## config.mk

```make
export PLATFORM = sky130hd
export DESIGN_NAME = ddr_refresh_seq
export DESIGN_NICKNAME = d
export VERILOG_FILES = /design/src/rtl/ddr_refresh_pkg.sv /design/src/rtl/rfsh_timer.sv /design/src/rtl/rfsh_bank_track.sv /design/src/rtl/ddr_refresh_seq.sv
export SDC_FILE = /design/constraint.sdc
export NUM_CORES = 1
export LEC_CHECK = 0
export ABC_CLOCK_PERIOD_IN_PS = 1700
export BUFFER_PORTS_ARGS = -buffer_cell sky130_fd_sc_hd__clkbuf_2
export CORE_MARGIN = 2
export CORE_UTILIZATION = 50
export DETAILED_ROUTE_END_ITERATION = 16
export GPL_TIMING_DRIVEN = 0
export PLACE_DENSITY = 0.72
export SLEW_MARGIN = 10
export SYNTH_ARGS = -nofsm -noshare
export SYNTH_HDL_FRONTEND = slang
export SYNTH_SLANG_ARGS = --single-unit
```

## constraint.sdc

```tcl
create_clock -name clk -period 1.7 [get_ports clk]
set_input_delay 0.51 -clock clk [delete_from_list [all_inputs] [get_ports clk]]
set_output_delay 0.51 -clock clk [all_outputs]
set_load 0.01 [all_outputs]
```

## src/rtl/ddr_refresh_pkg.sv

```systemverilog
package ddr_refresh_pkg;

    typedef enum logic [2:0] {
        ST_IDLE,
        ST_PRE,
        ST_WAIT_RP,
        ST_AREF,
        ST_WAIT_RFC,
        ST_DONE
    } rfsh_state_e;

    // {cs_n, ras_n, cas_n, we_n}
    localparam logic [3:0] CMD_NOP  = 4'b0111;
    localparam logic [3:0] CMD_PRE  = 4'b0010;
    localparam logic [3:0] CMD_AREF = 4'b0001;

    function automatic int unsigned cycles_ceil(int unsigned t_ps, int unsigned clk_ps);
        int unsigned c;
        c = (t_ps + clk_ps - 1) / clk_ps;
        return (c < 1) ? 1 : c;
    endfunction

endpackage

```

## src/rtl/rfsh_timer.sv

```systemverilog
module rfsh_timer #(
    parameter int unsigned CNT_W = 4
) (
    input  logic             clk,
    input  logic             rst_n,
    input  logic             load_i,
    input  logic [CNT_W-1:0] load_val_i,
    output logic             zero_o
);
    logic [CNT_W-1:0] cnt_q;

    always_ff @(posedge clk) begin
        if (!rst_n) begin
            cnt_q <= '0;
        end else if (load_i) begin
            cnt_q <= load_val_i;
        end else if (cnt_q != '0) begin
            cnt_q <= cnt_q - 1'b1;
        end
    end

    assign zero_o = (cnt_q == '0);

    // the wait counter only ever steps down by one while unloaded
    p_timer_step_r5: assert property (@(posedge clk) disable iff (!rst_n)
        (!load_i && cnt_q != '0) |=> (cnt_q == $past(cnt_q) - 1'b1));

endmodule

```

## src/rtl/rfsh_bank_track.sv

```systemverilog
module rfsh_bank_track #(
    parameter int unsigned NUM_BANKS = 4,
    localparam int unsigned BA_W = $clog2(NUM_BANKS)
) (
    input  logic                 clk,
    input  logic                 rst_n,
    input  logic                 en_i,
    input  logic                 clear_i,
    input  logic                 open_evt_i,
    input  logic [BA_W-1:0]      open_bank_i,
    input  logic                 close_evt_i,
    input  logic [BA_W-1:0]      close_bank_i,
    output logic [NUM_BANKS-1:0] mask_o
);
    logic [NUM_BANKS-1:0] mask_q, mask_d;

    always_comb begin
        mask_d = mask_q;
        if (clear_i) begin
            mask_d = '0;
        end else if (en_i) begin
            if (close_evt_i) mask_d[close_bank_i] = 1'b0;
            if (open_evt_i)  mask_d[open_bank_i]  = 1'b1;
        end
    end

    always_ff @(posedge clk) begin
        if (!rst_n) mask_q <= '0;
        else        mask_q <= mask_d;
    end

    assign mask_o = mask_q;

    // without enable or clear the record holds its value
    p_mask_hold_r2: assert property (@(posedge clk) disable iff (!rst_n)
        (!en_i && !clear_i) |=> $stable(mask_q));

endmodule

```

## src/rtl/ddr_refresh_seq.sv

```systemverilog
module ddr_refresh_seq
    import ddr_refresh_pkg::*;
#(
    parameter int unsigned NUM_BANKS     = 4,
    parameter int unsigned CLK_PERIOD_PS = 8000,
    parameter int unsigned TRP_PS        = 20000,
    parameter int unsigned TRFC_PS       = 62000,
    parameter int unsigned NUM_REFRESH   = 2
) (
    input  logic       clk,
    input  logic       rst_n,
    input  logic       req_i,
    input  logic       open_evt_i,
    input  logic [1:0] open_bank_i,
    input  logic       close_evt_i,
    input  logic [1:0] close_bank_i,
    output logic       cs_n_o,
    output logic       ras_n_o,
    output logic       cas_n_o,
    output logic       we_n_o,
    output logic       a8_o,
    output logic [1:0] ba_o,
    output logic       cke_o,
    output logic       dq_oe_o,
    output logic       busy_o,
    output logic       done_o,
    output logic [3:0] bank_open_o
);
    localparam int unsigned BA_W     = $clog2(NUM_BANKS);
    localparam int unsigned RP_CYC   = cycles_ceil(TRP_PS, CLK_PERIOD_PS);
    localparam int unsigned RFC_CYC  = cycles_ceil(TRFC_PS, CLK_PERIOD_PS);
    localparam int unsigned WAIT_RP  = RP_CYC - 1;
    localparam int unsigned WAIT_RFC = RFC_CYC - 1;
    localparam int unsigned CNT_W    = $clog2(RP_CYC + RFC_CYC + 1);
    localparam int unsigned REF_W    = $clog2(NUM_REFRESH + 1);
    localparam int unsigned LD_RP_I  = (WAIT_RP  > 0) ? WAIT_RP  - 1 : 0;
    localparam int unsigned LD_RFC_I = (WAIT_RFC > 0) ? WAIT_RFC - 1 : 0;
    localparam logic [CNT_W-1:0] LD_RP  = CNT_W'(LD_RP_I);
    localparam logic [CNT_W-1:0] LD_RFC = CNT_W'(LD_RFC_I);

    rfsh_state_e          state_q, state_d;
    logic                 tmr_load, tmr_zero;
    logic [CNT_W-1:0]     tmr_val;
    logic [REF_W-1:0]     ref_cnt_q;
    logic [REF_W:0]       refs_now;
    logic                 last_ref;
    logic [NUM_BANKS-1:0] mask;
    logic                 any_open, multi_open;
    logic [BA_W-1:0]      single_idx;
    logic [3:0]           cmd_q;
    logic                 a8_q, done_q, busy_q;
    logic [BA_W-1:0]      ba_q;

    rfsh_timer #(.CNT_W(CNT_W)) timer_i (
        .clk        (clk),
        .rst_n      (rst_n),
        .load_i     (tmr_load),
        .load_val_i (tmr_val),
        .zero_o     (tmr_zero)
    );

    rfsh_bank_track #(.NUM_BANKS(NUM_BANKS)) track_i (
        .clk          (clk),
        .rst_n        (rst_n),
        .en_i         (state_q == ST_IDLE && !req_i),
        .clear_i      (state_q == ST_DONE),
        .open_evt_i   (open_evt_i),
        .open_bank_i  (open_bank_i[BA_W-1:0]),
        .close_evt_i  (close_evt_i),
        .close_bank_i (close_bank_i[BA_W-1:0]),
        .mask_o       (mask)
    );

    assign any_open   = |mask;
    assign multi_open = ($countones(mask) > 1);

    always_comb begin
        single_idx = '0;
        for (int i = 0; i < NUM_BANKS; i++) begin
            if (mask[i]) single_idx = BA_W'(i);
        end
    end

    assign refs_now = {1'b0, ref_cnt_q} + ((state_q == ST_AREF) ? (REF_W+1)'(1) : '0);
    assign last_ref = (refs_now >= (REF_W+1)'(NUM_REFRESH));

    // next-state and timer load
    always_comb begin
        state_d  = state_q;
        tmr_load = 1'b0;
        tmr_val  = '0;
        unique case (state_q)
            ST_IDLE: begin
                if (req_i) state_d = any_open ? ST_PRE : ST_AREF;
            end
            ST_PRE: begin
                tmr_load = 1'b1;
                tmr_val  = LD_RP;
                state_d  = (WAIT_RP > 0) ? ST_WAIT_RP : ST_AREF;
            end
            ST_WAIT_RP: begin
                if (tmr_zero) state_d = ST_AREF;
            end
            ST_AREF: begin
                tmr_load = 1'b1;
                tmr_val  = LD_RFC;
                if (WAIT_RFC > 0) state_d = ST_WAIT_RFC;
                else              state_d = last_ref ? ST_DONE : ST_AREF;
            end
            ST_WAIT_RFC: begin
                if (tmr_zero) state_d = last_ref ? ST_DONE : ST_AREF;
            end
            ST_DONE: begin
                state_d = ST_IDLE;
            end
            default: state_d = ST_IDLE;
        endcase
    end

    // state register and refresh counter
    always_ff @(posedge clk) begin
        if (!rst_n) begin
            state_q   <= ST_IDLE;
            ref_cnt_q <= '0;
        end else begin
            state_q <= state_d;
            if (state_q == ST_IDLE)      ref_cnt_q <= '0;
            else if (state_q == ST_AREF) ref_cnt_q <= ref_cnt_q + 1'b1;
        end
    end

    // registered outputs, decoded from the next state
    always_ff @(posedge clk) begin
        if (!rst_n) begin
            cmd_q  <= CMD_NOP;
            a8_q   <= 1'b0;
            ba_q   <= '0;
            done_q <= 1'b0;
            busy_q <= 1'b0;
        end else begin
            cmd_q  <= CMD_NOP;
            a8_q   <= 1'b0;
            ba_q   <= '0;
            done_q <= (state_d == ST_DONE);
            busy_q <= (state_d != ST_IDLE);
            unique case (state_d)
                ST_PRE: begin
                    cmd_q <= CMD_PRE;
                    a8_q  <= multi_open;
                    ba_q  <= multi_open ? '0 : single_idx;
                end
                ST_AREF: cmd_q <= CMD_AREF;
                ST_IDLE, ST_WAIT_RP, ST_WAIT_RFC, ST_DONE: ;
                default: ;
            endcase
        end
    end

    assign {cs_n_o, ras_n_o, cas_n_o, we_n_o} = cmd_q;
    assign a8_o        = a8_q;
    assign ba_o        = 2'(ba_q);
    assign cke_o       = 1'b1;
    assign dq_oe_o     = 1'b0;
    assign busy_o      = busy_q;
    assign done_o      = done_q;
    assign bank_open_o = 4'(mask);

    // ---- spacing monitors for the assertions ----
    localparam int unsigned GAP_MAX = RP_CYC + RFC_CYC + 2;
    localparam int unsigned GAP_W   = $clog2(GAP_MAX + 1);
    logic [GAP_W-1:0] since_pre_q, since_ar_q;

    always_ff @(posedge clk) begin
        if (!rst_n) begin
            since_pre_q <= GAP_W'(GAP_MAX);
            since_ar_q  <= GAP_W'(GAP_MAX);
        end else begin
            if (cmd_q == CMD_PRE)                     since_pre_q <= GAP_W'(1);
            else if (since_pre_q != GAP_W'(GAP_MAX))  since_pre_q <= since_pre_q + 1'b1;
            if (cmd_q == CMD_AREF)                    since_ar_q  <= GAP_W'(1);
            else if (since_ar_q != GAP_W'(GAP_MAX))   since_ar_q  <= since_ar_q + 1'b1;
        end
    end

    p_pre_gap_r5: assert property (@(posedge clk) disable iff (!rst_n)
        (cmd_q == CMD_AREF) |-> (since_pre_q >= GAP_W'(RP_CYC)));

    p_rfc_gap_r6: assert property (@(posedge clk) disable iff (!rst_n)
        (cmd_q == CMD_AREF) |-> (since_ar_q >= GAP_W'(RFC_CYC)));

    p_done_spacing_r8: assert property (@(posedge clk) disable iff (!rst_n)
        done_q |-> (since_ar_q == GAP_W'(RFC_CYC)));

    p_done_pulse_r8: assert property (@(posedge clk) disable iff (!rst_n)
        done_q |=> (!done_q && !busy_q && mask == '0));

    p_all_bank_pre_r3: assert property (@(posedge clk) disable iff (!rst_n)
        (cmd_q == CMD_PRE && $countones(mask) > 1) |-> a8_q);

    p_single_bank_pre_r3: assert property (@(posedge clk) disable iff (!rst_n)
        (cmd_q == CMD_PRE && !a8_q) |-> (mask[ba_q] && $countones(mask) == 1));

    p_wait_hold_r5: assert property (@(posedge clk) disable iff (!rst_n)
        (state_q == ST_WAIT_RP && !tmr_zero) |=> (state_q == ST_WAIT_RP));

    p_busy_cmd_r9: assert property (@(posedge clk) disable iff (!rst_n)
        !busy_q |-> (cmd_q == CMD_NOP));

endmodule

```

==> results of run 1 <==
==> area by class of cell <==
| type | count | area (µm²) |
|---|---|---|
| clock buffer | 4 | 26.3 |
| buffer | 8 | 62.6 |
| multi-input combinational | 86 | 647 |
| fill | 208 | 815 |
| timing repair buffer | 25 | 135 |
| sequential | 21 | 423 |
| tap | 28 | 35.0 |
| inverter | 7 | 26.3 |
==> critical path, delay by kind of cell (launching register included) <==
family	cells	cell delay (ns)
AO/OA/AOI/OAI	2	0.61
adder cells (fa/ha/maj)	1	0.15
buffers and inverters	2	0.18
flip-flops	1	0.36
AND/OR/NAND/NOR	2	0.27
==> worst paths after layout <==
path                                        start                end  cells after the start
worst max-delay path             timer_i.cnt_q[1]             busy_o                      7
worst min-delay path               open_bank_i[0]  track_i.mask_o[0]                      2
worst max register to register   timer_i.cnt_q[1]             busy_o                      7
worst min register to register  track_i.mask_o[1]  track_i.mask_o[1]                      2
==> metal layers <==
metal | global-route usage | share of wire | routed length (µm)
met1 | 0.228 | 0.47 | 1040
met2 | 0.308 | 0.48 | 1060
met3 | 0.0345 | 0.029 | 64
met4 | 0.110 | 0.022 | 48
met5 | 0 | 0 | 0
==> through the flow <==
step           instances  setup slack [ns]  setup TNS (ns)  total power, µW
6_report             179            0.0358               0             1660
5_1_grt              179           -0.0101         -0.0194             1780
4_1_cts              174           0.00693               0             1520
3_5_place_dp         170            0.0294               0             1280
3_3_place_gp         170            0.0629               0             1250
2_1_floorplan        122             0.146               0             1140
==> power by group <==
group | switching, µW | leakage (µW) | internal (µW)
logic | 391 | 0.000344 | 394
clock network | 146 | 0.0000150 | 91.4
registers | 65.6 | 0.000172 | 574
total | 603 | 0.000532 | 1060
==> registers in the layout, indices dropped and copies added, names as in the netlist <==
name / count
a8_o: 1
ba_o: 2
busy_o: 1
cmd_q: 3
done_o: 1
ref_cnt_q: 2
state_q: 3
timer_i.cnt_q: 4
track_i.mask_o: 4
==> cells by family after synthesis <==
family | count (synthesis)
xor gates and xnor gates | 2
DFF | 21
AOI/OAI and AO/OA | 27
muxes | 2
other | 2
and+or+nand+nor | 49
adders and majority gates | 3
buffers and inverters | 15
==> placed cells by master, fill, tap and decap left out, types with 3 or more instances in the layout <==
cell	count
sky130_fd_sc_hd__clkbuf_2	21
sky130_fd_sc_hd__dfxtp_1	19
sky130_fd_sc_hd__nor2_1	12
sky130_fd_sc_hd__buf_4	8
sky130_fd_sc_hd__a21oi_1	6
sky130_fd_sc_hd__nand2_1	6
sky130_fd_sc_hd__inv_1	4
sky130_fd_sc_hd__nand2b_1	4
sky130_fd_sc_hd__nor3b_1	3
sky130_fd_sc_hd__o31ai_1	3
sky130_fd_sc_hd__o21ai_0	3
sky130_fd_sc_hd__a21boi_0	3
sky130_fd_sc_hd__conb_1	3
sky130_fd_sc_hd__clkbuf_4	3
==> timing repair <==
action                                  4_1_cts  5_1_grt
setup buffers                                 0        4
gates resized for setup                       0        8
endpoints found under the setup margin        0        5
==> report_table.html, run 1 <==
<table>
<tr><th>Metric</th><th>Value</th></tr>
<tr><th colspan="2">Floorplan</th></tr>
<tr><td>Die height</td><td>51.5 µm</td></tr>
<tr><td>Row count</td><td>17</td></tr>
<tr><td>Overall die width</td><td>51.5 µm</td></tr>
<tr><td>Core Region</td><td>0.00217 mm²</td></tr>
<tr><td>Number of primary I/O pins</td><td>24</td></tr>
<tr><td>Initial Util</td><td>0.520</td></tr>
<tr><td>Die Area</td><td>0.00265 mm²</td></tr>
<tr><th colspan="2">Synthesis</th></tr>
<tr><td>Portion of the post-synthesis area used by sequential elements</td><td>0.373</td></tr>
<tr><td>Area fraction of the dominant cell type after synthesis</td><td>0.373</td></tr>
<tr><td>Register bit total from synthesis</td><td>21</td></tr>
<tr><td>Compound-cell area share of the yosys netlist</td><td>0.173</td></tr>
<tr><td>Async set-or-reset flop fraction in the synthesized netlist</td><td>0</td></tr>
<tr><td>Count of yosys warnings during synthesis</td><td>0</td></tr>
<tr><td>Number of enable-type register cells in the synthesized netlist</td><td>0</td></tr>
<tr><td>Summed instance area of the synthesized netlist</td><td>0.00113 mm²</td></tr>
<tr><td>Library cells used by synthesis</td><td>48</td></tr>
<tr><td>Post-synthesis adder-cell area fraction</td><td>0.0399</td></tr>
<tr><td>Biggest area contributors in the synthesized netlist</td><td>sky130_fd_sc_hd__dfxtp_1 37%, sky130_fd_sc_hd__nor2_1 4.0%, sky130_fd_sc_hd__a21oi_1 2.7%</td></tr>
<tr><td>Post-synth top cells</td><td>21 x sky130_fd_sc_hd__dfxtp_1, 12 x sky130_fd_sc_hd__nor2_1, 6 x sky130_fd_sc_hd__a21oi_1, 6 x sky130_fd_sc_hd__inv_1, 6 x sky130_fd_sc_hd__nand2_1</td></tr>
<tr><td>Most frequent cell after synthesis</td><td>sky130_fd_sc_hd__dfxtp_1</td></tr>
<tr><td>Simple-gate area share of the yosys netlist</td><td>0.296</td></tr>
<tr><td>Multiplexer fraction of the synthesized cell area</td><td>0.0177</td></tr>
<tr><td>Largest area contributor in the netlist</td><td>sky130_fd_sc_hd__dfxtp_1</td></tr>
<tr><td>Dominant register cell in the synthesized netlist</td><td>sky130_fd_sc_hd__dfxtp_1</td></tr>
<tr><td>Synthesized area per cell</td><td>9.33 µm²</td></tr>
<tr><td>Share of the synthesized netlist area taken by xor and xnor gates</td><td>0.0155</td></tr>
<tr><td>Main combinational cell family by area after synthesis</td><td>simple AND/OR/NAND/NOR gates</td></tr>
<tr><td>Instance count of the mapped netlist</td><td>121</td></tr>
<tr><th colspan="2">Finish</th></tr>
<tr><td>P&amp;R area growth vs syn</td><td>20.1%</td></tr>
<tr><td>Total inserted antenna cells</td><td>0</td></tr>
<tr><td>Final non-filler cell area</td><td>0.00136 mm²</td></tr>
<tr><td>Share of cells above drive strength 1</td><td>0.351</td></tr>
<tr><td>Post-layout utilization of the core</td><td>0.625</td></tr>
<tr><td>Total number of nets in the final design</td><td>164</td></tr>
<tr><th colspan="2">Worst setup path</th></tr>
<tr><td>Largest stage delay on the critical path</td><td>0.36 ns</td></tr>
<tr><td>CP Class</td><td>flop to flop</td></tr>
<tr><td>Critical path launch point type</td><td>flop</td></tr>
<tr><td>Data required, critical path</td><td>1.90 ns</td></tr>
<tr><td>Worst reg-to-reg setup slack</td><td>0.04 ns</td></tr>
<tr><td>Data arrival at the endpoint of the critical path</td><td>1.87 ns</td></tr>
<tr><td>Crit-path max FO</td><td>5</td></tr>
<tr><td>Critical Path Slowest Stage Cell</td><td>sky130_fd_sc_hd__dfxtp_2</td></tr>
<tr><td>Worst-path cell chain</td><td>inv_2 -&gt; ha_4 -&gt; or3b_4 -&gt; buf_6 -&gt; nor4_4 -&gt; a211o_1 -&gt; o31a_1</td></tr>
<tr><td>Kind of end point of the critical path</td><td>flop</td></tr>
<tr><th colspan="2">STA</th></tr>
<tr><td>Pins over their slew limit</td><td>0</td></tr>
<tr><td>Final setup violation count</td><td>0</td></tr>
<tr><td>Fraction of the cycle the final worst path needs</td><td>0.979</td></tr>
<tr><td>Fin. Hold Viols</td><td>0</td></tr>
<tr><td>Highest clock rate</td><td>601 MHz</td></tr>
<tr><td>Final worst path period need</td><td>1.66 ns</td></tr>
<tr><td>Post-Route Skew</td><td>0.00484 ns</td></tr>
<tr><td>WHS</td><td>0.422 ns</td></tr>
<tr><th colspan="2">Placement</th></tr>
<tr><td>Half-perimeter wire length after detailed placement</td><td>1.62 mm</td></tr>
<tr><td>GPL Wtd Cong</td><td>0.855</td></tr>
<tr><td>Buffers added on ports</td><td>20</td></tr>
<tr><td>Dpl cell area</td><td>0.00127 mm²</td></tr>
<tr><th colspan="2">Run</th></tr>
<tr><td>MaxCap Viol Count</td><td>0</td></tr>
<tr><th colspan="2">Min path</th></tr>
<tr><td>Worst min path class</td><td>input pin to flop</td></tr>
<tr><th colspan="2">GRT</th></tr>
<tr><td>Number of antenna violations at the first check in global routing</td><td>0</td></tr>
<tr><td>Global route overflow</td><td>0</td></tr>
<tr><td>Global-route wire length before repair</td><td>3.68 mm</td></tr>
<tr><td>Overall routing resource usage</td><td>0.187</td></tr>
<tr><td>Vias in the first global route</td><td>849</td></tr>
<tr><td>Maximum number of pins on one net before global-route repair</td><td>12</td></tr>
<tr><th colspan="2">Clocking</th></tr>
<tr><td>TritonCTS clock tree</td><td>done</td></tr>
<tr><td>Clock transition time at the flip-flop clock pins of the worst setup and hold paths</td><td>0.11 ns</td></tr>
<tr><td>Number of buffers inserted by hold repair at cts</td><td>0</td></tr>
<tr><td>CTS H-tree depth</td><td>1</td></tr>
<tr><td>Number of buffers added by the clock tree synthesis step</td><td>3</td></tr>
<tr><td>Root cell of the clock tree</td><td>sky130_fd_sc_hd__clkbuf_4</td></tr>
<tr><td>TritonCTS Sinks</td><td>21</td></tr>
<tr><td>Source-to-sink clock delay at the later pin of the worst-skew pair</td><td>0.30 ns</td></tr>
<tr><td>Longest Clk Path Bufs</td><td>2</td></tr>
<tr><th colspan="2">Detailed routing</th></tr>
<tr><td>WL per Instance</td><td>12.4 µm</td></tr>
<tr><td>Final wirelength</td><td>2.21 mm</td></tr>
<tr><td>Via count of the routed design</td><td>949</td></tr>
<tr><td>Post-route ant nets</td><td>0</td></tr>
<tr><td>Number of vias per cell</td><td>5.30</td></tr>
<tr><td>Residual DRC</td><td>0</td></tr>
<tr><td>Violation count after the first detailed-route iteration</td><td>12</td></tr>
<tr><td>DRT Pass-1 Iters</td><td>4</td></tr>
<tr><th colspan="2">Run status</th></tr>
<tr><td>Status</td><td>complete, no violations</td></tr>
<tr><th colspan="2">Power and ir drop</th></tr>
<tr><td>Total power density per cell area</td><td>1230 mW/mm²</td></tr>
<tr><td>Leakage Power</td><td>0.000532 µW</td></tr>
<tr><td>Worst IR Drop VDD</td><td>0.809 mV</td></tr>
</table>
(Power assumes the default switching activity.)
==> inputs of run 2 (changes only) <==
PLACE_DENSITY = 0.85   (was 0.72)
==> run 2 against run 1 <==
Net effect:
- fmax rose by 2.9%
- critical path type unchanged
- die area did not move
- largest cell class unchanged
- sequential power barely moved
- hold slack improved by 0.0025 ns
- via count fell by 0.32%
==> report_table.html, run 2 (synthesis gave the netlist of run 1 again) <==
<table>
<tr><th>Metric</th><th>Value</th></tr>
<tr><th colspan="2">GRT</th></tr>
<tr><td>Number of antenna violations at the first check in global routing</td><td>0 (unchanged)</td></tr>
<tr><td>Global-route wire length before repair</td><td>3.33 mm (was 3.68 mm)</td></tr>
<tr><td>Maximum number of pins on one net before global-route repair</td><td>12 (unchanged)</td></tr>
<tr><td>Overall routing resource usage</td><td>0.163 (was 0.187)</td></tr>
<tr><td>Global route overflow</td><td>0 (unchanged)</td></tr>
<tr><td>Vias in the first global route</td><td>793 (was 849)</td></tr>
<tr><th colspan="2">Clocking</th></tr>
<tr><td>Source-to-sink clock delay at the later pin of the worst-skew pair</td><td>0.30 ns (about the same)</td></tr>
<tr><td>TritonCTS Sinks</td><td>21 (unchanged)</td></tr>
<tr><td>Root cell of the clock tree</td><td>sky130_fd_sc_hd__clkbuf_4 (unchanged)</td></tr>
<tr><td>Number of buffers inserted by hold repair at cts</td><td>0 (unchanged)</td></tr>
<tr><td>CTS H-tree depth</td><td>1 (unchanged)</td></tr>
<tr><td>Number of buffers added by the clock tree synthesis step</td><td>3 (unchanged)</td></tr>
<tr><td>Longest Clk Path Bufs</td><td>2 (unchanged)</td></tr>
<tr><td>Clock transition time at the flip-flop clock pins of the worst setup and hold paths</td><td>0.11 ns (about the same)</td></tr>
<tr><td>TritonCTS clock tree</td><td>done (unchanged)</td></tr>
<tr><th colspan="2">Run</th></tr>
<tr><td>MaxCap Viol Count</td><td>0 (unchanged)</td></tr>
<tr><th colspan="2">Worst setup path</th></tr>
<tr><td>Worst reg-to-reg setup slack</td><td>0.08 ns (was 0.04 ns)</td></tr>
<tr><td>Critical path launch point type</td><td>flop (unchanged)</td></tr>
<tr><td>Startpoint of the most critical register-to-register path</td><td>timer_i.cnt_q[1] (unchanged)</td></tr>
<tr><td>CP Class</td><td>flop to flop (unchanged)</td></tr>
<tr><td>Data required, critical path</td><td>1.90 ns (about the same)</td></tr>
<tr><td>Launch point of the critical path</td><td>timer_i.cnt_q[1] (unchanged)</td></tr>
<tr><td>Data arrival at the endpoint of the critical path</td><td>1.82 ns (was 1.87 ns)</td></tr>
<tr><td>Crit-path max FO</td><td>5 (unchanged)</td></tr>
<tr><td>Kind of end point of the critical path</td><td>flop (unchanged)</td></tr>
<tr><th colspan="2">STA</th></tr>
<tr><td>Unrepaired setup endpoints after global routing</td><td>false</td></tr>
<tr><td>PnR worst setup slack</td><td>0.0832 ns (was 0.0358 ns)</td></tr>
<tr><td>Final worst path period need</td><td>1.62 ns (was 1.66 ns)</td></tr>
<tr><td>Fin. Hold Viols</td><td>0 (unchanged)</td></tr>
<tr><td>Setup TNS</td><td>0 ns (unchanged)</td></tr>
<tr><td>Fraction of the cycle the final worst path needs</td><td>0.951 (was 0.979)</td></tr>
<tr><td>Final setup violation count</td><td>0 (unchanged)</td></tr>
<tr><td>Post-Route Skew</td><td>0.00400 ns (was 0.00484 ns)</td></tr>
<tr><td>Pins over their slew limit</td><td>0 (unchanged)</td></tr>
<tr><td>Highest clock rate</td><td>618 MHz (was 601 MHz)</td></tr>
<tr><th colspan="2">Detailed routing</th></tr>
<tr><td>DRT Pass-1 Iters</td><td>4 (unchanged)</td></tr>
<tr><td>Post-route ant nets</td><td>0 (unchanged)</td></tr>
<tr><td>Number of vias per cell</td><td>5.38 (was 5.30)</td></tr>
<tr><td>Residual DRC</td><td>0 (unchanged)</td></tr>
<tr><td>WL per Instance</td><td>12.1 µm (was 12.4 µm)</td></tr>
<tr><td>Via count of the routed design</td><td>946 (was 949)</td></tr>
<tr><td>Final wirelength</td><td>2.13 mm (was 2.21 mm)</td></tr>
<tr><td>Violation count after the first detailed-route iteration</td><td>18 (was 12)</td></tr>
<tr><th colspan="2">Floorplan</th></tr>
<tr><td>Number of primary I/O pins</td><td>24 (unchanged)</td></tr>
<tr><td>Overall die width</td><td>51.5 µm (unchanged)</td></tr>
<tr><td>Row count</td><td>17 (unchanged)</td></tr>
<tr><td>Die height</td><td>51.5 µm (unchanged)</td></tr>
<tr><td>Die Area</td><td>0.00265 mm² (unchanged)</td></tr>
<tr><td>Initial Util</td><td>0.520 (unchanged)</td></tr>
<tr><td>Core Region</td><td>0.00217 mm² (unchanged)</td></tr>
<tr><th colspan="2">Power and ir drop</th></tr>
<tr><td>Total power density per cell area</td><td>1200 mW/mm² (was 1230 mW/mm²)</td></tr>
<tr><td>Worst IR Drop VDD</td><td>0.638 mV (was 0.809 mV)</td></tr>
<tr><td>Leakage Power</td><td>0.000518 µW (was 0.000532 µW)</td></tr>
<tr><th colspan="2">Finish</th></tr>
<tr><td>Share of cells above drive strength 1</td><td>0.338 (was 0.351)</td></tr>
<tr><td>Finished Layout Cells</td><td>176 (was 179)</td></tr>
<tr><td>P&amp;R area growth vs syn</td><td>17.3% (was 20.1%)</td></tr>
<tr><td>Most frequent cells in the layout</td><td>21 x sky130_fd_sc_hd__clkbuf_2, 19 x sky130_fd_sc_hd__dfxtp_1, 12 x sky130_fd_sc_hd__nor2_1 (unchanged)</td></tr>
<tr><td>Total inserted antenna cells</td><td>0 (unchanged)</td></tr>
<tr><td>Total number of nets in the final design</td><td>161 (was 164)</td></tr>
<tr><td>Leading cell type in the layout, fill and taps excluded</td><td>sky130_fd_sc_hd__clkbuf_2 (unchanged)</td></tr>
<tr><td>Number of fillers in the final layout</td><td>193 (was 208)</td></tr>
<tr><th colspan="2">Min path</th></tr>
<tr><td>Worst min path class</td><td>input pin to flop (unchanged)</td></tr>
<tr><td>Startpoint of the tightest hold check path</td><td>open_bank_i[0] (unchanged)</td></tr>
<tr><th colspan="2">Placement</th></tr>
<tr><td>GPL Wtd Cong</td><td>0.855 (about the same)</td></tr>
<tr><td>Buffers added on ports</td><td>20 (unchanged)</td></tr>
<tr><td>Placed insts</td><td>170 (unchanged)</td></tr>
<tr><td>Setup WS pre-CTS</td><td>0.0619 ns (was 0.0294 ns)</td></tr>
<tr><td>Half-perimeter wire length after detailed placement</td><td>1.58 mm (was 1.62 mm)</td></tr>
<tr><th colspan="2">Run status</th></tr>
<tr><td>Status</td><td>complete, no violations (unchanged)</td></tr>
</table>
run 2: cell types whose count changed in the layout (fill, tap and decap cells not counted), sizes merged:
cell	before	now
buf	12	9
run 2: final timing paths:
| kind | to | cells after the start |
|---|---|---|
| setup / recovery | busy_o | 7 |
| hold / removal | track_i.mask_o[0] | 2 |
| setup reg to reg | busy_o | 7 |
| hold reg to reg | track_i.mask_o[1] | 2 |
run 2: critical path: stages (launching register included):
cell and delay (ns):
sky130_fd_sc_hd__dfxtp_2 0.37, sky130_fd_sc_hd__inv_2 0.05, sky130_fd_sc_hd__ha_4 0.15, sky130_fd_sc_hd__or3b_4 0.23, sky130_fd_sc_hd__buf_6 0.12, sky130_fd_sc_hd__nor4_2 0.04, sky130_fd_sc_hd__a211o_1 0.31, sky130_fd_sc_hd__o31a_1 0.24
run 2: routing by layer:
metal	track usage	part of all wire
met4	0.0526	0.013
met3	0.0259	0.031
met1	0.213	0.45
met5	0	0
met2	0.276	0.51
run 2: area by class of cell:
class	count	area [µm²]	share of cell area
Tap cell	28	35.0	0.0265
Inverter	7	26.3	0.0198
Multi-Input combinational cell	86	638	0.482
Buffer	8	62.6	0.0473
Clock buffer	4	26.3	0.0198
Sequential cell	21	423	0.319
Timing Repair Buffer	22	113	0.0851
run 2: through the flow:
stage	hold slack, ns	total power, µW	area (µm²)	util
CTS	0.418	1500	1290	0.596
floorplan	0.487	1140	1130	-
global route	0.425	1700	1320	0.610
global placement	0.482	1240	1270	0.584
finish	0.425	1590	1320	0.610
detailed placement	0.487	1270	1270	0.584
run 2: report_power, final:
part / leakage (µW) / internal, µW / switching (µW)
combinational: 0.000331 / 346 / 363
sequential: 0.000172 / 574 / 67.9
clock: 0.0000150 / 91.4 / 144
run 2: timing repair:
action,in CTS,in global routing
setup endpoints to repair,0,4
buffers inserted,0,1
resized for setup,0,7
==> inputs of run 3 (changes only) <==
ABC_CLOCK_PERIOD_IN_PS = 1600   (was 1700)
SYNTH_HIERARCHICAL = 1   (was default)
clock period = 1.6 ns   (was 1.7 ns; I/O delays follow)
==> run 3 against run 2 <==
Net effect:
- sequential power increased by 5.1%
- largest power group unchanged
- critical endpoint is now a8_o
- highest routed layer unchanged
- the flow now finishes with violations (setup timing)
- clock skew increased by 0.0065 ns
- global-route usage increased by 5.2 points
- via count increased by 14%
- core utilization increased by 9.2 points
- routed wire length increased by 37%
==> report_table.html, run 3 <==
<table>
<tr><th>Metric</th><th>Value</th></tr>
<tr><th colspan="2">STA</th></tr>
<tr><td>Post-Route Skew</td><td>0.0105 ns (was 0.00400 ns)</td></tr>
<tr><td>Final setup violation count</td><td>11 (was 0)</td></tr>
<tr><td>Highest clock rate</td><td>555 MHz (was 618 MHz)</td></tr>
<tr><td>Final worst path period need</td><td>1.80 ns (was 1.62 ns)</td></tr>
<tr><td>WHS</td><td>0.504 ns (was 0.425 ns)</td></tr>
<tr><td>Pins over their slew limit</td><td>0 (unchanged)</td></tr>
<tr><td>Fraction of the cycle the final worst path needs</td><td>1.13 (was 0.951)</td></tr>
<tr><td>PnR worst setup slack</td><td>-0.202 ns (was 0.0832 ns)</td></tr>
<tr><td>Unrepaired setup endpoints after global routing</td><td>true (was false)</td></tr>
<tr><td>Fin. Hold Viols</td><td>0 (unchanged)</td></tr>
<tr><th colspan="2">Worst setup path</th></tr>
<tr><td>Kind of end point of the critical path</td><td>flop (unchanged)</td></tr>
<tr><td>Data required, critical path</td><td>1.83 ns (was 1.90 ns)</td></tr>
<tr><td>Startpoint of the most critical register-to-register path</td><td>timer_i/cnt_q[0] (was timer_i.cnt_q[1])</td></tr>
<tr><td>Worst-path cell chain</td><td>inv_2 -&gt; ha_4 -&gt; nor3b_4 -&gt; or2b_1 -&gt; nand3b_1 -&gt; nand3_4 -&gt; a211oi_1 (was inv_2 -&gt; ha_4 -&gt; or3b_4 -&gt; buf_6 -&gt; nor4_2 -&gt; a211o_1 -&gt; o31a_1)</td></tr>
<tr><td>R2r endpoint</td><td>a8_o (was busy_o)</td></tr>
<tr><td>Worst reg-to-reg setup slack</td><td>-0.20 ns (was 0.08 ns)</td></tr>
<tr><td>Launch point of the critical path</td><td>timer_i/cnt_q[0] (was timer_i.cnt_q[1])</td></tr>
<tr><td>Data arrival at the endpoint of the critical path</td><td>2.04 ns (was 1.82 ns)</td></tr>
<tr><td>R2R cell count</td><td>7 (unchanged)</td></tr>
<tr><td>Critical Path Slowest Stage Cell</td><td>sky130_fd_sc_hd__dfxtp_2 (unchanged)</td></tr>
<tr><td>Largest stage delay on the critical path</td><td>0.34 ns (was 0.37 ns)</td></tr>
<tr><td>Critical path launch point type</td><td>flop (unchanged)</td></tr>
<tr><td>CP Class</td><td>flop to flop (unchanged)</td></tr>
<tr><td>Critical path destination</td><td>a8_o (was busy_o)</td></tr>
<tr><td>Crit-path max FO</td><td>6 (was 5)</td></tr>
<tr><th colspan="2">Clocking</th></tr>
<tr><td>Number of buffers added by the clock tree synthesis step</td><td>3 (unchanged)</td></tr>
<tr><td>TritonCTS clock tree</td><td>done (unchanged)</td></tr>
<tr><td>CTS H-tree depth</td><td>1 (unchanged)</td></tr>
<tr><td>TritonCTS Sinks</td><td>21 (unchanged)</td></tr>
<tr><td>Source-to-sink clock delay at the later pin of the worst-skew pair</td><td>0.32 ns (was 0.30 ns)</td></tr>
<tr><td>Longest Clk Path Bufs</td><td>2 (unchanged)</td></tr>
<tr><td>Root cell of the clock tree</td><td>sky130_fd_sc_hd__clkbuf_4 (unchanged)</td></tr>
<tr><td>Clock transition time at the flip-flop clock pins of the worst setup and hold paths</td><td>0.13 ns (was 0.11 ns)</td></tr>
<tr><th colspan="2">Floorplan</th></tr>
<tr><td>Number of primary I/O pins</td><td>24 (unchanged)</td></tr>
<tr><td>Core Region</td><td>0.00221 mm² (was 0.00217 mm²)</td></tr>
<tr><td>Initial Util</td><td>0.527 (was 0.520)</td></tr>
<tr><td>Overall die width</td><td>52.3 µm (was 51.5 µm)</td></tr>
<tr><td>Die Area</td><td>0.00273 mm² (was 0.00265 mm²)</td></tr>
<tr><td>Die height</td><td>52.3 µm (was 51.5 µm)</td></tr>
<tr><td>Row count</td><td>17 (unchanged)</td></tr>
<tr><th colspan="2">Synthesis</th></tr>
<tr><td>Synthesized area per cell</td><td>9.47 µm² (was 9.33 µm²)</td></tr>
<tr><td>Register bit total from synthesis</td><td>21 (unchanged)</td></tr>
<tr><td>Post-synth top cells</td><td>21 x sky130_fd_sc_hd__dfxtp_1, 12 x sky130_fd_sc_hd__nor2b_1, 9 x sky130_fd_sc_hd__o21ai_0, 6 x sky130_fd_sc_hd__nand2b_1 (was 21 x sky130_fd_sc_hd__dfxtp_1, 12 x sky130_fd_sc_hd__nor2_1, 6 x sky130_fd_sc_hd__a21oi_1, 6 x sky130_fd_sc_hd__inv_1, 6 x sky130_fd_sc_hd__nand2_1)</td></tr>
<tr><td>Count of yosys warnings during synthesis</td><td>6 (was 0)</td></tr>
<tr><td>Dominant register cell in the synthesized netlist</td><td>sky130_fd_sc_hd__dfxtp_1 (unchanged)</td></tr>
<tr><td>Biggest area contributors in the synthesized netlist</td><td>sky130_fd_sc_hd__dfxtp_1 36%, sky130_fd_sc_hd__nor2b_1 6.4%, sky130_fd_sc_hd__o21ai_0 3.9% (was sky130_fd_sc_hd__dfxtp_1 37%, sky130_fd_sc_hd__nor2_1 4.0%, sky130_fd_sc_hd__a21oi_1 2.7%)</td></tr>
<tr><td>Portion of the post-synthesis area used by sequential elements</td><td>0.361 (was 0.373)</td></tr>
<tr><td>Instance count of the mapped netlist</td><td>123 (was 121)</td></tr>
<tr><td>Area fraction of the dominant cell type after synthesis</td><td>0.361 (was 0.373)</td></tr>
<tr><td>Summed instance area of the synthesized netlist</td><td>0.00116 mm² (was 0.00113 mm²)</td></tr>
<tr><td>Largest area contributor in the netlist</td><td>sky130_fd_sc_hd__dfxtp_1 (unchanged)</td></tr>
<tr><td>Number of enable-type register cells in the synthesized netlist</td><td>0 (unchanged)</td></tr>
<tr><td>Most frequent cell after synthesis</td><td>sky130_fd_sc_hd__dfxtp_1 (unchanged)</td></tr>
<tr><td>Async set-or-reset flop fraction in the synthesized netlist</td><td>0 (unchanged)</td></tr>
<tr><td>Library cells used by synthesis</td><td>44 (was 48)</td></tr>
<tr><th colspan="2">Run status</th></tr>
<tr><td>Violations in the final reports</td><td>setup timing</td></tr>
<tr><td>Status</td><td>finished with violations (was complete, no violations)</td></tr>
<tr><th colspan="2">Power and ir drop</th></tr>
<tr><td>Combinational cell fraction of total power</td><td>0.544 (was 0.447)</td></tr>
<tr><td>Sw Share</td><td>0.381 (was 0.362)</td></tr>
<tr><td>Net Sw Power</td><td>786 µW (was 575 µW)</td></tr>
<tr><td>Total power density per cell area</td><td>1330 mW/mm² (was 1200 mW/mm²)</td></tr>
<tr><td>Overall power</td><td>2060 µW (was 1590 µW)</td></tr>
<tr><td>Leakage Power</td><td>0.000618 µW (was 0.000518 µW)</td></tr>
<tr><td>Worst IR Drop VDD</td><td>0.724 mV (was 0.638 mV)</td></tr>
<tr><td>Share of power burned in the clock network</td><td>0.129 (was 0.148)</td></tr>
<tr><td>Register share of total power</td><td>0.328 (was 0.405)</td></tr>
<tr><td>Internal power of the cells</td><td>1280 µW (was 1010 µW)</td></tr>
<tr><th colspan="2">Finish</th></tr>
<tr><td>Total inserted antenna cells</td><td>0 (unchanged)</td></tr>
<tr><td>Leading cell type in the layout, fill and taps excluded</td><td>sky130_fd_sc_hd__clkbuf_2 (unchanged)</td></tr>
<tr><td>Total number of nets in the final design</td><td>174 (was 161)</td></tr>
<tr><td>Final non-filler cell area</td><td>0.00155 mm² (was 0.00132 mm²)</td></tr>
<tr><td>Most frequent cells in the layout</td><td>20 x sky130_fd_sc_hd__clkbuf_2, 16 x sky130_fd_sc_hd__buf_4, 16 x sky130_fd_sc_hd__dfxtp_1 (was 21 x sky130_fd_sc_hd__clkbuf_2, 19 x sky130_fd_sc_hd__dfxtp_1, 12 x sky130_fd_sc_hd__nor2_1)</td></tr>
<tr><td>P&amp;R area growth vs syn</td><td>33.4% (was 17.3%)</td></tr>
<tr><td>Number of fillers in the final layout</td><td>167 (was 193)</td></tr>
<tr><td>Share of cells above drive strength 1</td><td>0.416 (was 0.338)</td></tr>
<tr><th colspan="2">GRT</th></tr>
<tr><td>Maximum number of pins on one net before global-route repair</td><td>14 (was 12)</td></tr>
<tr><td>Vias in the first global route</td><td>1014 (was 793)</td></tr>
<tr><td>Global-route wire length before repair</td><td>4.24 mm (was 3.33 mm)</td></tr>
<tr><td>Number of antenna violations at the first check in global routing</td><td>0 (unchanged)</td></tr>
<tr><td>Overall routing resource usage</td><td>0.215 (was 0.163)</td></tr>
<tr><td>Global route overflow</td><td>0 (unchanged)</td></tr>
<tr><th colspan="2">Detailed routing</th></tr>
<tr><td>DRT Pass-1 Iters</td><td>4 (unchanged)</td></tr>
<tr><td>Via count of the routed design</td><td>1081 (was 946)</td></tr>
<tr><td>Violation count after the first detailed-route iteration</td><td>34 (was 18)</td></tr>
<tr><td>WL per Instance</td><td>15.5 µm (was 12.1 µm)</td></tr>
<tr><td>Number of vias per cell</td><td>5.72 (was 5.38)</td></tr>
<tr><td>Final wirelength</td><td>2.93 mm (was 2.13 mm)</td></tr>
<tr><td>Post-route ant nets</td><td>0 (unchanged)</td></tr>
<tr><td>Residual DRC</td><td>0 (unchanged)</td></tr>
<tr><th colspan="2">Placement</th></tr>
<tr><td>Buffers added on ports</td><td>20 (unchanged)</td></tr>
<tr><td>Half-perimeter wire length after detailed placement</td><td>1.83 mm (was 1.58 mm)</td></tr>
<tr><td>GPL Wtd Cong</td><td>0.783 (was 0.855)</td></tr>
<tr><td>Dpl cell area</td><td>0.00133 mm² (was 0.00127 mm²)</td></tr>
<tr><td>Setup WS pre-CTS</td><td>-0.278 ns (was 0.0619 ns)</td></tr>
<tr><th colspan="2">Run</th></tr>
<tr><td>MaxCap Viol Count</td><td>0 (unchanged)</td></tr>
<tr><th colspan="2">Min path</th></tr>
<tr><td>Worst min path class</td><td>input pin to flop (unchanged)</td></tr>
</table>
## run 3: worst min path at each step
stage | from | to | slack (ns) | cells after the start
6_report | open_bank_i[1] | track_i/mask_o[0] | 0.50 | 3
5_1_grt | open_bank_i[1] | track_i/mask_o[0] | 0.53 | 3
4_1_cts | open_bank_i[1] | track_i/mask_o[0] | 0.50 | 3
3_5_place_dp | track_i/mask_o[0] | track_i/mask_o[0] | 0.51 | 1
3_3_place_gp | track_i/mask_o[0] | track_i/mask_o[0] | 0.49 | 1
2_1_floorplan | ref_cnt_q[1] | ref_cnt_q[1] | 0.48 | 2
## run 3: metrics by stage
stage	instances	utilization	setup TNS [ns]
finish	189	0.702	-0.998
floorplan	125	-	-0.0659
global route	189	0.702	-1.84
global placement	173	0.601	-1.36
detailed placement	173	0.601	-1.97
CTS	186	0.650	-0.646
## run 3: power groups by stage
stage / clock (µW) / sequential (µW) / combinational (µW)
after floorplan: 0 / 692 / 535
after global placement: 0 / 685 / 665
after detailed placement: 0 / 688 / 699
after CTS: 266 / 671 / 886
after global routing: 287 / 684 / 1200
final: 265 / 675 / 1120
## run 3: worst max-delay path: cells and delay by family (launching register included)
family / cells / cell delay (ns)
AOI/OAI and AO/OA: 1 / 0.25
adders and majority gates: 1 / 0.13
buffers and inverters: 1 / 0.07
DFF: 1 / 0.34
and+or+nand+nor: 4 / 0.94
## run 3: area by class of cell
class	instances	area, µm²	share of cell area
buffer	6	53.8	0.0346
clock buffer	3	22.5	0.0145
clock inverter	1	5.00	0.00322
inverter	5	18.8	0.0121
multi-input combinational	93	802	0.516
sequential	21	427	0.275
tap	28	35.0	0.0225
timing repair buffer	32	190	0.122
## run 3: kinds of logic (layout without fill, tap and decap cells)
logic type | count (synthesis) | count (layout) | share of synthesized area
and+or+nand+nor | 54 | 54 | 0.321
AOI/OAI and AO/OA | 26 | 26 | 0.160
DFF | 21 | 21 | 0.361
buffers and inverters | 11 | 47 | 0.0623
muxes | 4 | 4 | 0.0354
adders and majority gates | 3 | 3 | 0.0387
other | 2 | 4 | 0.00645
xor gates and xnor gates | 2 | 2 | 0.0150
## run 3: what timing repair did
action	in CTS	in global routing
buffers inserted	9	3
pin swaps	4	7
gates resized for setup	2	16
setup endpoints to repair	12	17
hold buffers	0	0
## run 3: metal layers
layer	track usage	routed length (µm)
met5	0	0
met1	0.225	1210
met3	0.0257	121
met4	0.141	62
met2	0.399	1530
